$ cat src/rtl/bsd_pkg.sv
package bsd_pkg;
  localparam int SYNC_W = 16;
  localparam int TAIL_W = 4;
  localparam int REG_W  = SYNC_W + TAIL_W;
  localparam int ERR_W  = $clog2(SYNC_W + 1);

  typedef logic [SYNC_W-1:0] sync_word_t;
  typedef logic [TAIL_W-1:0] tail_t;
  typedef logic [REG_W-1:0]  bit_hist_t;
  typedef logic [ERR_W-1:0]  err_cnt_t;

  // Number of bit positions in which two words differ.
  function automatic err_cnt_t mismatch_count(input sync_word_t seen, input sync_word_t want);
    err_cnt_t   n;
    sync_word_t d;
    n = '0;
    d = seen ^ want;
    for (int i = 0; i < SYNC_W; i++) n = n + err_cnt_t'(d[i]);
    return n;
  endfunction

  // Next phase: +1 normally, +0 on a late transition, +2 on an early one.
  function automatic int phase_next(input int ph, input logic trans, input int osr);
    int step;
    if (!trans || ph == 0) step = 1;
    else if (ph < osr / 2) step = 0;
    else                   step = 2;
    return (ph + step) % osr;
  endfunction
endpackage

$ cat src/rtl/bsd_dpll.sv
module bsd_dpll
  import bsd_pkg::*;
#(
  parameter int OSR  = 12,
  parameter int PH_W = 4
) (
  input  logic            clk,
  input  logic            rst_n,
  input  logic            din_i,
  input  logic            flip_i,
  output logic            bit_o,
  output logic            en_o,
  output logic [PH_W-1:0] phase_o,
  output logic            trans_o
);
  localparam int MID = OSR / 2;

  logic            in_q;
  logic            prev_q;
  logic [PH_W-1:0] phase_q;
  logic [PH_W-1:0] phase_d;

  assign trans_o = in_q ^ prev_q;
  assign phase_o = phase_q;

  always_comb phase_d = PH_W'(phase_next(int'(phase_q), trans_o, OSR));

  always_ff @(posedge clk or negedge rst_n) begin
    if (!rst_n) begin
      in_q    <= 1'b0;
      prev_q  <= 1'b0;
      phase_q <= '0;
      bit_o   <= 1'b0;
      en_o    <= 1'b0;
    end else begin
      in_q    <= din_i ^ flip_i;
      prev_q  <= in_q;
      phase_q <= phase_d;
      if (phase_q == PH_W'(MID)) begin
        bit_o <= in_q;
        en_o  <= 1'b1;
      end else begin
        en_o  <= 1'b0;
      end
    end
  end
endmodule

$ cat src/rtl/bsd_history.sv
module bsd_history
  import bsd_pkg::*;
(
  input  logic      clk,
  input  logic      rst_n,
  input  logic      bit_i,
  input  logic      en_i,
  output bit_hist_t hist_o,
  output logic      fresh_o
);
  always_ff @(posedge clk or negedge rst_n) begin
    if (!rst_n) begin
      hist_o  <= '0;
      fresh_o <= 1'b0;
    end else begin
      fresh_o <= en_i;
      if (en_i) hist_o <= {hist_o[REG_W-2:0], bit_i};
    end
  end
endmodule

$ cat src/rtl/bsd_correlator.sv
module bsd_correlator
  import bsd_pkg::*;
#(
  parameter int         CNT_W = 9,
  parameter sync_word_t WORD  = 16'hE98A,
  parameter tail_t      TAIL  = 4'b1010
) (
  input  logic             clk,
  input  logic             rst_n,
  input  bit_hist_t        hist_i,
  input  logic             fresh_i,
  input  logic [CNT_W-1:0] bit_count_i,
  input  logic [CNT_W-1:0] win_open_i,
  input  logic [CNT_W-1:0] win_close_i,
  input  err_cnt_t         err_limit_i,
  output err_cnt_t         err_o,
  output logic             slot_sync_o,
  output logic             lock_o
);
  logic eval_q;
  logic win_q;
  logic tail_q;
  logic accept_w;

  assign accept_w = eval_q && win_q && (err_o <= err_limit_i);

  always_ff @(posedge clk or negedge rst_n) begin
    if (!rst_n) begin
      eval_q      <= 1'b0;
      win_q       <= 1'b0;
      tail_q      <= 1'b0;
      err_o       <= '0;
      slot_sync_o <= 1'b0;
      lock_o      <= 1'b0;
    end else begin
      eval_q      <= fresh_i;
      err_o       <= mismatch_count(hist_i[SYNC_W-1:0], WORD);
      win_q       <= (bit_count_i >= win_open_i) && (bit_count_i <= win_close_i);
      tail_q      <= (hist_i[REG_W-1:SYNC_W] == TAIL);
      slot_sync_o <= accept_w;
      lock_o      <= accept_w && tail_q;
    end
  end
endmodule

$ cat src/rtl/burst_sync_detector.sv
module burst_sync_detector
  import bsd_pkg::*;
#(
  parameter int         OSR       = 12,
  parameter int         CNT_W     = 9,
  parameter sync_word_t SYNC_WORD = 16'hE98A,
  parameter tail_t      TAIL_WORD = 4'b1010
) (
  input  logic             clk,
  input  logic             rst_n,
  input  logic             rx_bit_i,
  input  logic             polarity_flip_i,
  input  logic [ERR_W-1:0] err_limit_i,
  input  logic [CNT_W-1:0] bit_count_i,
  input  logic [CNT_W-1:0] win_open_i,
  input  logic [CNT_W-1:0] win_close_i,
  output logic             rec_bit_o,
  output logic             rec_bit_en_o,
  output logic             slot_sync_o,
  output logic             lock_ok_o
);
  localparam int PH_W = $clog2(OSR);

  // Internal events brought out for the checker.
  logic [PH_W-1:0] phase_w;
  logic            trans_w;
  bit_hist_t       hist_w;
  logic            fresh_w;
  err_cnt_t        err_w;

  bsd_dpll #(.OSR(OSR), .PH_W(PH_W)) u_dpll (
    .clk    (clk),
    .rst_n  (rst_n),
    .din_i  (rx_bit_i),
    .flip_i (polarity_flip_i),
    .bit_o  (rec_bit_o),
    .en_o   (rec_bit_en_o),
    .phase_o(phase_w),
    .trans_o(trans_w)
  );

  bsd_history u_hist (
    .clk    (clk),
    .rst_n  (rst_n),
    .bit_i  (rec_bit_o),
    .en_i   (rec_bit_en_o),
    .hist_o (hist_w),
    .fresh_o(fresh_w)
  );

  bsd_correlator #(.CNT_W(CNT_W), .WORD(SYNC_WORD), .TAIL(TAIL_WORD)) u_corr (
    .clk        (clk),
    .rst_n      (rst_n),
    .hist_i     (hist_w),
    .fresh_i    (fresh_w),
    .bit_count_i(bit_count_i),
    .win_open_i (win_open_i),
    .win_close_i(win_close_i),
    .err_limit_i(err_limit_i),
    .err_o      (err_w),
    .slot_sync_o(slot_sync_o),
    .lock_o     (lock_ok_o)
  );
endmodule

$ cat config.mk
export PLATFORM = sky130hd
export DESIGN_NAME = burst_sync_detector
export DESIGN_NICKNAME = d
export VERILOG_FILES = /design/src/rtl/bsd_pkg.sv /design/src/rtl/bsd_dpll.sv /design/src/rtl/bsd_history.sv /design/src/rtl/bsd_correlator.sv /design/src/rtl/burst_sync_detector.sv
export SDC_FILE = /design/constraint.sdc
export NUM_CORES = 1
export LEC_CHECK = 0
export BUFFER_PORTS_ARGS = -buffer_cell sky130_fd_sc_hd__buf_2
export CAP_MARGIN = 40
export CORE_MARGIN = 3
export CORE_UTILIZATION = 51
export DETAILED_ROUTE_END_ITERATION = 6
export PLACE_DENSITY = 0.77
export SYNTH_ARGS = -nofsm -noshare
export SYNTH_HDL_FRONTEND = slang
export SYNTH_SLANG_ARGS = --single-unit
$ cat constraint.sdc
create_clock -name clk -period 4.1 [get_ports clk]
set_input_delay 0.41 -clock clk [delete_from_list [all_inputs] [get_ports clk]]
set_output_delay 0.41 -clock clk [all_outputs]
set_load 0.01 [all_outputs]
== Yosys cells after proc, flatten, opt, wreduce, memory -nomap -nowiden ==
Cells that the tools add are included.
Cells by class
  add/sub/neg operators: 16
  $mul: 0
  divide/modulo/power cells: 1
  $lt $le $gt $ge: 4
  eq/ne operators: 2
  shift-type cells: 0
  multiplexer cells: 3
  bitwise gates (word level): 3
  reductions and logical operators: 7
Operators by type and width (number)
  $add 5x1->5: 14
  $mod 32x5->32 const B: 1
  $ge 9x9->1: 1
  $le 9x9->1: 1
  $not 8->8: 1
  $add 4x2->5: 1
  $le 5x5->1: 1
  $eq 4x3->1 const B: 1
  $eq 4x4->1 const B: 1
  $logic_and 1x1->1: 4
  $logic_not 4->1: 1
  $lt 4x3->1 const B: 1
  $mux 2: 2
  $add 1x1->2: 1
  $xor 1x1->1: 2
  $logic_not 1->1: 1
  $logic_or 1x1->1: 1
  $mux 1: 1
Word-level totals
  register bits after elaboration: 39
  bits in latches: 0
  RAM bits: 0
  ROM bits: 0
  output and inout port bits: 4
  logic and storage cells: 49
  memories kept: 0

== Logic depth before layout (Yosys ltp) ==
Gate-level depths: netlist of run 1.
  depth in word-level cells: 16
  mapped depth: 14
  gate-level depth less buffers: 14

== By module ==
A second synthesis of run 1 with hierarchy kept.
Second synthesis, totals
  cell total of the unflattened synthesis: 217
  area, all modules: 2542.4 µm²
By module, submodules not included
  bsd_correlator: instances 1, cells each 131, area each 1214.9 µm²
  bsd_history: instances 1, cells each 43, area each 848.3 µm²
  bsd_dpll: instances 1, cells each 43, area each 479.2 µm²

== Worst setup path after synthesis of run 1 ==
No wires, ideal clock.
  path kind: reg2reg
  start: reg u_hist.hist_o[0]
  end: reg u_corr.err_o[4]
  arrival: 3721 ps
  slack: 259 ps
  cell stages (with the launch flop): 14
  cell sequence: dfrtp_1 -> ha_1 -> inv_1 -> fa_1 -> inv_1 -> fa_1 -> fa_1 -> inv_1 -> fa_1 -> inv_1 -> fa_1 -> fa_1 -> a21oi_1 -> nor2b_1
On the way
  word-level cells in the longest chain between the ends: 15
Ends and longest elaborated chain
  start: declaration: line bsd_history.sv:8  | output bit_hist_t hist_o,
  start signal: assignment: line bsd_history.sv:17  | if (en_i) hist_o <= {hist_o[REG_W-2:0], bit_i};
  $add 1x1->2: line bsd_pkg.sv:18  | for (int i = 0; i < SYNC_W; i++) n = n + err_cnt_t'(d[i]);
  $add 5x1->5 (14 in a row): line bsd_pkg.sv:18
  end signal: assignment: line bsd_correlator.sv:37  | err_o <= mismatch_count(hist_i[SYNC_W-1:0], WORD);
  end: declaration: line bsd_correlator.sv:16  | output err_cnt_t err_o,
No other way between the ends.
A chain may end at the register's enable or synchronous reset.

== Worst setup path in the final report of run 1 ==
Ends and elaborated chain as after synthesis.

==> flow_metrics.py, run 1 <==
metrics = {
    "floorplanning": {
        "chipHeight_um": 74.76,
        "rows": 24,
        "io_pins": 40,
        "coreArea_sq_mm": 0.004444,
        "initial_utilization": 0.5425,
        "die_w_um": 74.76,
        "die_area_sq_mm": 0.005588,
    },
    "final_layout": {
        "drive_gt1_frac": 0.2519,
        "areaGrowthSynthToFinish_pct": 14.84,
        "multiInputGateArea_sq_mm": 0.001262,
        "seqCellArea_sq_um": 975.9,
        "largest_reg_flops": 20,
        "nFillCells": 353,
        "nets": 344,
        "finalNonFillerCells": 318,
        "diodes": 0,
        "top_register": "u_hist.hist_o",
    },
    "timing": {
        "slew_headroom": 0.4485,
        "finalCriticalPeriod_ns": 3.892,
        "finalSetupTns_ns": 0,
        "worst_slew_pin_slew_ns": 0.8273,
        "fin_crit_sh": 0.9493,
        "timing.fmax_mhz": 256.9,
        "rsz0062_at_grt": "false",
        "slew_viol_final": 0,
        "fin_ws_ns": 0.2079,
        "finalSetupViolations": 0,
        "hold_viol": 0,
        "skew_ns": 0.002290,
    },
    "worst_setup_path": {
        "cpMostUsedCell": "fa_1",
        "cp_top_family": "adder cells",
        "path_cells": "ha_1 > inv_1 > fa_1 > inv_1 > fa_1 > fa_1 > inv_1 > fa_1 > inv_1 > fa_1 > fa_2 > a21oi_1 > nor2b_1",
        "slowest_delay_ns": 0.51,
        "critPathKind": "reg2reg",
        "cp.required_ns": 4.28,
        "slowest_stage": "fa_1",
        "arrival_ns": 4.07,
        "worst-path-buf-inv": 4,
        "crit_fanout": 3,
        "end_kind": "flop",
        "startpoint_type": "flop",
    },
    "clocking": {
        "clock_path_buffers": 2,
        "cts_setup_buffers": 0,
        "cts_made_buffers": 5,
        "root_buffer": "clkbuf_8",
        "htreeDepth": 2,
        "cts.clk_slew.worst_paths_ns": 0.07,
        "cts_tree": "built",
        "clock_latency_ns": 0.29,
        "cts.sinks": 39,
    },
    "yosys": {
        "ys_seq_area_frac": 0.4048,
        "synth.avg_cell_area_sq_um": 10.86,
        "synth_area_leaders": "dfrtp_1 (40%), ha_1 (17%), fa_1 (9.1%)",
        "synth-edff-count": 0,
        "synth_cells": 222,
        "synth_top_area_frac": 0.4048,
        "yosys.area.top_type": "dfrtp_1",
        "synth-seq-cells": 39,
        "ys.flop_type": "dfrtp_1",
        "netlist_area_sq_mm": 0.002411,
        "ys_types": 40,
        "syn-num-nets": 301,
        "async_flop_share": 1.000,
        "ys_warn_count": 0,
    },
    "power": {
        "power.leakage_nw": 1.455,
        "finalPower_mw": 1.559,
        "power_per_cell_area_mw_per_mm2": 563.2,
        "ir_drop_mv": 0.2052,
    },
    "global_route": {
        "grt_pass1_vias": 1631,
        "antenna_found_initial": 0,
        "grt_util_all_layers": 0.1517,
        "grt_first_pass_wirelength_um": 6582,
        "grt-ovfl-total": 0,
        "grt_max_degree": 40,
    },
    "place": {
        "dp_slack_ns": 0.1413,
        "dpl.hpwl_um": 3111,
        "port_buffers": 39,
        "place_inst": 310,
        "gp_congestion": 0.8397,
    },
    "routing": {
        "ant_nets": 0,
        "drt-total-wl_um": 3720,
        "vias_per_cell": 5.097,
        "wl_per_cell_um": 11.70,
        "vias": 1621,
        "first_pass_iters": 4,
        "drtIter0Drc": 66,
        "drc_errors": 0,
    },
    "min_path": {
        "hp-class": "in2async",
    },
    "job": {
        "drv_cap": 0,
    },
    "outcome": {
        "run_status": "finished clean",
    },
}
-- timing repair --
item                                    CTS  global route
resized for setup                         0             1
hold buffers                              0             0
endpoints found under the setup margin    0             1
-- synthesized netlist by cell type (2+ instances only) --
| cell | count |
|---|---|
| nand2b_1 | 3 |
| inv_1 | 42 |
| fa_1 | 11 |
| nor2_1 | 6 |
| a21oi_1 | 9 |
| nor3_1 | 2 |
| nand2_1 | 15 |
| dfrtp_1 | 39 |
| mux2_2 | 11 |
| clkbuf_1 | 2 |
| ha_1 | 32 |
| xor2_1 | 3 |
| buf_2 | 2 |
| o21ai_0 | 14 |
| a21o_1 | 3 |
| xnor2_1 | 4 |
-- cells by family (layout without fill, tap and decap cells) --
logic type,Yosys count,count (layout),share of synthesized area
adders and majority gates,43,43,0.2574
DFF,39,39,0.4048
muxes,12,12,0.05760
xor gates and xnor gates,7,7,0.02543
and+or+nand+nor,37,37,0.07992
buffers and inverters,46,90,0.07265
AOI/OAI and AO/OA,38,38,0.1022
-- worst paths after layout --
check	start	endpoint	slack [ns]	cells past startpoint
worst min-delay path	rst_n	u_corr.err_o[0]	0.21	1
worst max register to register	u_hist.hist_o[0]	u_corr.err_o[4]	0.21	13
min in group clk	rx_bit_i	u_dpll.in_q	0.30	2
worst max-delay path	u_hist.hist_o[0]	u_corr.err_o[4]	0.21	13
max in group asynchronous	rst_n	u_hist.hist_o[17]	3.36	1
worst min register to register	u_hist.fresh_o	u_corr.eval_q	0.35	0
-- report_power, final --
part           switching, mW  internal, mW  total, mW
Combinational          0.377         0.380      0.757
Sequential            0.0750         0.479      0.554
Clock                  0.129         0.119      0.248
-- cells in the final DEF (no fill, tap or decap), drive strengths merged, types with 4 or more instances in the layout --
cell / count
inv: 42
buf: 40
dfrtp: 39
ha: 32
nand2: 16
o21ai: 14
mux2: 12
fa: 11
a21oi: 10
nor2: 7
clkbuf: 6
xnor2: 4
-- layer usage --
metal  global-route usage  vias to the layer above  share of wire
met5                    0                        -              0
met4              0.07115                        0          0.024
met3              0.03471                        8          0.052
met2               0.2371                       48           0.46
met1               0.2010                      746           0.46
li1                     -                      819              -
-- worst register-to-register path, delay by kind of cell (launching register included) --
family | cells | cell delay (ns)
and+or+nand+nor | 1 | 0.07
DFF | 1 | 0.40
AOI/OAI and AO/OA | 1 | 0.15
adders and majority gates | 7 | 2.98
buffers and inverters | 4 | 0.19
-- through the flow --
stage            util  area, sq um  hold slack, ns
5_1_grt        0.6230         2769          0.2862
4_1_cts        0.6225         2766          0.2456
6_report       0.6230         2769          0.2106
3_5_place_dp   0.6033         2681          0.3402
3_3_place_gp   0.5971         2654          0.3316
2_1_floorplan       -         2411          0.1144
-- final cells by class --
| type | count | share of cell area |
|---|---|---|
| multi-input combinational | 137 | 0.4559 |
| sequential | 39 | 0.3525 |
| timing repair buffer | 40 | 0.08043 |
| inverter | 42 | 0.05694 |
| clock buffer | 6 | 0.02621 |
| tap | 52 | 0.02350 |
| clock inverter | 2 | 0.004519 |
(Power assumes the default switching activity.)
==> inputs of run 2 (changes only) <==
--- a/config.mk
+++ b/config.mk
@@ -9,8 +9,10 @@
 export CAP_MARGIN = 40
 export CORE_MARGIN = 3
 export CORE_UTILIZATION = 51
+export CTS_BUF_LIST = sky130_fd_sc_hd__clkbuf_16
 export DETAILED_ROUTE_END_ITERATION = 6
 export PLACE_DENSITY = 0.77
 export SYNTH_ARGS = -nofsm -noshare
 export SYNTH_HDL_FRONTEND = slang
+export SYNTH_HIERARCHICAL = 1
 export SYNTH_SLANG_ARGS = --single-unit
==> flow_metrics.py, run 2 <==
metrics = {
    "final_layout": {
        "final_cell_mix": "inv_1 (53), buf_2 (39), dfrtp_1 (39)",
        "nFillCells": 391,
        "diodes": 0,
        "final_core_util": 0.6191,
        "nets": 341,
        "seqCellArea_sq_um": 975.9,
        "top_register": "u_hist/hist_o",
        "final_cell_area_sq_mm": 0.002963,
        "largest_reg_flops": 20,
        "layout_commonest_cell": "inv_1",
        "areaGrowthSynthToFinish_pct": 16.54,
        "multiInputGateArea_sq_mm": 0.001349,
        "drive_gt1_frac": 0.2700,
    },
    "timing": {
        "whs_ns": 0.2362,
        "fin_crit_sh": 0.8493,
        "worst_slew_pin_slew_ns": 0.8352,
        "finalSetupViolations": 0,
        "finalSetupTns_ns": 0,
        "slew_headroom": 0.4432,
        "rsz0062_at_grt": "false",
        "skew_ns": 0.002707,
        "timing.fmax_mhz": 287.2,
        "slew_viol_final": 0,
        "finalCriticalPeriod_ns": 3.482,
        "hold_viol": 0,
    },
    "clocking": {
        "htreeDepth": 2,
        "cts.clk_slew.worst_paths_ns": 0.05,
        "hold_buffers": 0,
        "cts.sinks": 39,
        "clock_path_buffers": 2,
        "cts_tree": "built",
        "clock_latency_ns": 0.28,
        "cts_resized": 0,
        "cts_setup_buffers": 0,
        "cts_made_buffers": 5,
        "root_buffer": "clkbuf_16",
    },
    "power": {
        "combPwrFrac": 0.461,
        "power_per_cell_area_mw_per_mm2": 578.9,
        "swShare": 0.3672,
        "power_switching_uw": 629.8,
        "p_int_mw": 1.085,
        "finalPower_mw": 1.715,
        "power.leakage_nw": 1.632,
        "p_clk_frac": 0.209,
        "power_frac_seq": 0.330,
        "ir_drop_mv": 0.4356,
    },
    "place": {
        "port_buffers": 39,
        "gp_congestion": 0.7728,
        "dpl.hpwl_um": 3106,
        "place_area_sq_mm": 0.002826,
    },
    "outcome": {
        "run_status": "finished clean",
    },
    "worst_setup_path": {
        "critPathKind": "reg2reg",
        "crit_fanout": 3,
        "rrSetupSlack_ns": 0.62,
        "r2r_cells": 12,
        "arrival_ns": 3.65,
        "end_kind": "flop",
        "cp.required_ns": 4.27,
        "startpoint_type": "flop",
    },
    "floorplanning": {
        "die_area_sq_mm": 0.005868,
        "initial_utilization": 0.5312,
        "chipHeight_um": 76.61,
        "io_pins": 40,
        "die_w_um": 76.61,
        "rows": 25,
        "coreArea_sq_mm": 0.004786,
    },
    "yosys": {
        "ys_seq_area_frac": 0.3839,
        "yosys.area.top_type": "dfrtp_1",
        "synth_top_area_frac": 0.3839,
        "synth.avg_cell_area_sq_um": 11.72,
        "synth-edff-count": 0,
        "ys_warn_count": 6,
        "netlist_area_sq_mm": 0.002542,
        "syn-num-nets": 296,
        "ys_types": 32,
        "yosysMostFrequentCell": "inv_1",
        "ys.flop_type": "dfrtp_1",
        "synth-seq-cells": 39,
        "async_flop_share": 1.000,
        "ys_top_cells_by_count": "inv_1 (52), dfrtp_1 (39), ha_1 (32)",
        "synth_area_leaders": "dfrtp_1 (38%), ha_1 (16%), mux2_4 (12%)",
        "synth_cells": 217,
    },
    "global_route": {
        "grt_first_pass_wirelength_um": 7224,
        "antenna_found_initial": 0,
        "grt_max_degree": 40,
        "grt-ovfl-total": 0,
        "grt_util_all_layers": 0.1553,
        "grt_pass1_vias": 1709,
    },
    "routing": {
        "ant_nets": 0,
        "drtIter0Drc": 45,
        "vias": 1599,
        "vias_per_cell": 4.845,
        "wl_per_cell_um": 12.06,
        "drt-total-wl_um": 3981,
        "first_pass_iters": 3,
        "drc_errors": 0,
    },
    "job": {
        "drv_cap": 0,
    },
    "min_path": {
        "hp-class": "in2async",
    },
}
[run 2: cell count changes after synthesis, moves of 4 or more]
| cell | previous run | this run |
|---|---|---|
| a21o_1 | 3 | 7 |
| inv_1 | 42 | 52 |
| mux2_2 | 11 | 1 |
| mux2_4 | 1 | 20 |
| nand2_1 | 15 | 2 |
| o21ai_0 | 14 | 5 |
[run 2: through the flow]
step	instances	setup WS [ns]
2_1_floorplan	217	0.7282
3_3_place_gp	321	0.6825
3_5_place_dp	322	0.5989
4_1_cts	330	0.5827
5_1_grt	330	0.3870
6_report	330	0.6181
[run 2: kinds of logic (layout without fill, tap and decap cells)]
family	Yosys count	in the layout	share of synthesized area
adders and majority gates	43	43	0.2441
muxes	21	21	0.1225
AOI/OAI and AO/OA	30	30	0.08268
DFF	39	39	0.3839
xor gates and xnor gates	7	7	0.02411
and+or+nand+nor	23	23	0.05709
buffers and inverters	54	100	0.08563
[run 2: power groups by stage]
stage	Combinational, mW	Clock (mW)	Sequential (mW)
floorplan	0.633	0	0.546
global placement	0.726	0	0.582
detailed placement	0.804	0	0.572
CTS	0.810	0.371	0.568
global route	0.938	0.379	0.582
finish	0.791	0.358	0.566
[run 2: final timing paths]
check | start | to
worst max register to register | u_hist/hist_o[0] | u_corr/err_o[4]
min in group clk | rx_bit_i | u_dpll/in_q
worst min-delay path | rst_n | u_hist/hist_o[4]
max in group asynchronous | rst_n | u_hist/hist_o[16]
worst max-delay path | u_hist/hist_o[0] | u_corr/err_o[4]
worst min register to register | u_hist/fresh_o | u_corr/eval_q
[run 2: critical path: stages (launching register included)]
cell	delay (ns)
dfrtp_1	0.37
inv_1	0.07
fa_1	0.53
inv_1	0.05
fa_1	0.48
fa_1	0.52
inv_1	0.05
fa_1	0.47
inv_1	0.04
ha_1	0.20
fa_1	0.40
a21oi_1	0.16
nor2b_1	0.05
[run 2: final cells by class]
type                            count  area share
Timing Repair Buffer               40     0.07517
Multi-Input combinational cell    124      0.4552
Clock buffer                        5     0.04223
Tap cell                           67     0.02829
Inverter                           52     0.06588
Sequential cell                    39      0.3294
Clock inverter                      3    0.003801
[run 2: per-layer routing]
metal,vias to the layer above,share of wire,global-route usage
met1,762,0.44,0.1799
li1,803,-,-
met4,0,0.019,0.06522
met2,29,0.49,0.2698
met5,-,0,0
met3,5,0.044,0.04255
==> inputs of run 3 (changes only) <==
==> constraint.sdc (replaced) <==
create_clock -name clk -period 2.9 [get_ports clk]
set_input_delay 0.29 -clock clk [delete_from_list [all_inputs] [get_ports clk]]
set_output_delay 0.29 -clock clk [all_outputs]
set_load 0.01 [all_outputs]
==> flow_metrics.py, run 3 (synthesis gave the netlist of run 2 again) <==
metrics = {
    "outcome": {
        "violations": "setup timing",
        "run_status": "finished with violations",
    },
    "timing": {
        "fin_ws_ns": -0.4425,
        "finalCriticalPeriod_ns": 3.343,
        "finalSetupViolations": 4,
        "slew_headroom": 0.4079,
        "worst_slew_pin_slew_ns": 0.8881,
        "timing.fmax_mhz": 299.2,
        "fin_crit_sh": 1.153,
        "rsz0062_at_grt": "true",
        "skew_ns": 0.003523,
        "hold_viol": 0,
        "slew_viol_final": 0,
    },
    "final_layout": {
        "layout_commonest_cell": "inv_1",
        "top_register": "u_hist/hist_o",
        "diodes": 0,
        "largest_reg_flops": 20,
        "areaGrowthSynthToFinish_pct": 24.26,
        "finalNonFillerCells": 349,
        "final_cell_mix": "inv_1 (49), buf_2 (39), dfrtp_1 (39)",
        "drive_gt1_frac": 0.3723,
        "nFillCells": 371,
        "nets": 360,
    },
    "routing": {
        "vias_per_cell": 4.653,
        "wl_per_cell_um": 11.86,
        "drt-total-wl_um": 4139,
        "first_pass_iters": 4,
        "vias": 1624,
        "drtIter0Drc": 43,
        "drc_errors": 0,
        "ant_nets": 0,
    },
    "clocking": {
        "clock_latency_ns": 0.27,
        "hold_buffers": 0,
        "root_buffer": "clkbuf_16",
        "cts_tree": "built",
        "cts.sinks": 39,
        "htreeDepth": 2,
        "clock_path_buffers": 2,
        "cts_made_buffers": 5,
        "cts.clk_slew.worst_paths_ns": 0.05,
    },
    "worst_setup_path": {
        "critPathKind": "reg2reg",
        "cpMostUsedCell": "fa_1",
        "slowest_stage": "fa_1",
        "rrSetupSlack_ns": -0.44,
        "end_kind": "flop",
        "startpoint_type": "flop",
        "worst-path-buf-inv": 5,
        "slowest_delay_ns": 0.52,
        "worstReg2RegEnd": "u_corr/err_o[4]",
        "arrival_ns": 3.51,
        "r2r_start": "u_hist/hist_o[8]",
        "cp_top_family": "adder cells",
        "path_cells": "inv_2 > fa_1 > inv_1 > fa_1 > inv_1 > fa_1 > inv_2 > fa_1 > inv_2 > ha_4 > fa_2 > a21oi_2 > nor2b_1",
        "cp.required_ns": 3.07,
        "r2r_cells": 13,
        "crit_fanout": 2,
    },
    "place": {
        "place_inst": 340,
        "port_buffers": 39,
        "dpl.hpwl_um": 3194,
        "gp_congestion": 0.7653,
    },
    "floorplanning": {
        "coreArea_sq_mm": 0.004786,
        "initial_utilization": 0.5312,
        "io_pins": 40,
        "chipHeight_um": 76.61,
        "die_w_um": 76.61,
        "rows": 25,
        "die_area_sq_mm": 0.005868,
    },
    "power": {
        "power_per_cell_area_mw_per_mm2": 890.8,
        "ir_drop_mv": 0.6421,
        "finalPower_mw": 2.814,
        "power.leakage_nw": 1.733,
    },
    "global_route": {
        "grt-ovfl-total": 0,
        "grt_first_pass_wirelength_um": 7465,
        "grt_pass1_vias": 1689,
        "grt_max_degree": 40,
        "grt_util_all_layers": 0.1581,
        "antenna_found_initial": 0,
    },
    "job": {
        "drv_cap": 0,
    },
    "min_path": {
        "hp-class": "in2async",
    },
}
## run 3: cell type report
type,count,area [sq um],area share
repair buffers,59,345.3,0.1093
well taps,67,83.83,0.02653
clock buffers,5,125.1,0.03960
flip-flops and latches,39,975.9,0.3089
clock inverters,3,38.79,0.01228
inverters,52,195.2,0.06178
multi-input cells,124,1395,0.4416
## run 3: stage by stage
step | worst slack, ns | hold slack, ns | instance area [sq um] | util | TNS (ns)
floorplan | -0.3958 | -0.005591 | 2551 | - | -1.474
detailed placement | -0.4665 | 0.3484 | 2950 | 0.6165 | -1.732
finish | -0.4425 | 0.1124 | 3159 | 0.6601 | -1.573
global route | -0.5708 | 0.1915 | 3159 | 0.6601 | -2.262
CTS | -0.4529 | 0.1508 | 3134 | 0.6549 | -1.704
global placement | -0.4078 | 0.3320 | 2950 | 0.6165 | -1.514
## run 3: routing by layer
layer  vias to the layer above  global-route usage  routed length (um)
met5                         -                   0                   0
met4                         0             0.04348                  29
met2                        28              0.2663                2077
li1                        842                   -                   -
met3                         2             0.03546                 148
met1                       752              0.2054                1884
## run 3: worst reg2reg max path: stages (launching register included)
cell	delay, ns
dfrtp_1	0.36
inv_2	0.05
fa_1	0.52
inv_1	0.05
fa_1	0.47
inv_1	0.05
fa_1	0.49
inv_2	0.04
fa_1	0.48
inv_2	0.04
ha_4	0.15
fa_2	0.36
a21oi_2	0.13
nor2b_1	0.05
## run 3: worst max path at each step
stage                      from              end  cells past startpoint
2_1_floorplan  u_hist/hist_o[8]  u_corr/err_o[4]                     13
3_3_place_gp   u_hist/hist_o[8]  u_corr/err_o[4]                     13
3_5_place_dp   u_hist/hist_o[8]  u_corr/err_o[4]                     13
4_1_cts        u_hist/hist_o[8]  u_corr/err_o[4]                     13
5_1_grt        u_hist/hist_o[8]  u_corr/err_o[4]                     13
6_report       u_hist/hist_o[8]  u_corr/err_o[4]                     13
## run 3: power breakdown
group	switching (mW)	internal [mW]	total, mW
clock network	0.197	0.401	0.598
registers	0.114	0.680	0.794
logic	0.686	0.736	1.42
## run 3: repair_timing
action	CTS	global route
buffers inserted	0	1
endpoints found under the setup margin	6	7
hold endpoints to repair	0	0
pin swaps	1	4
resized for setup	5	9
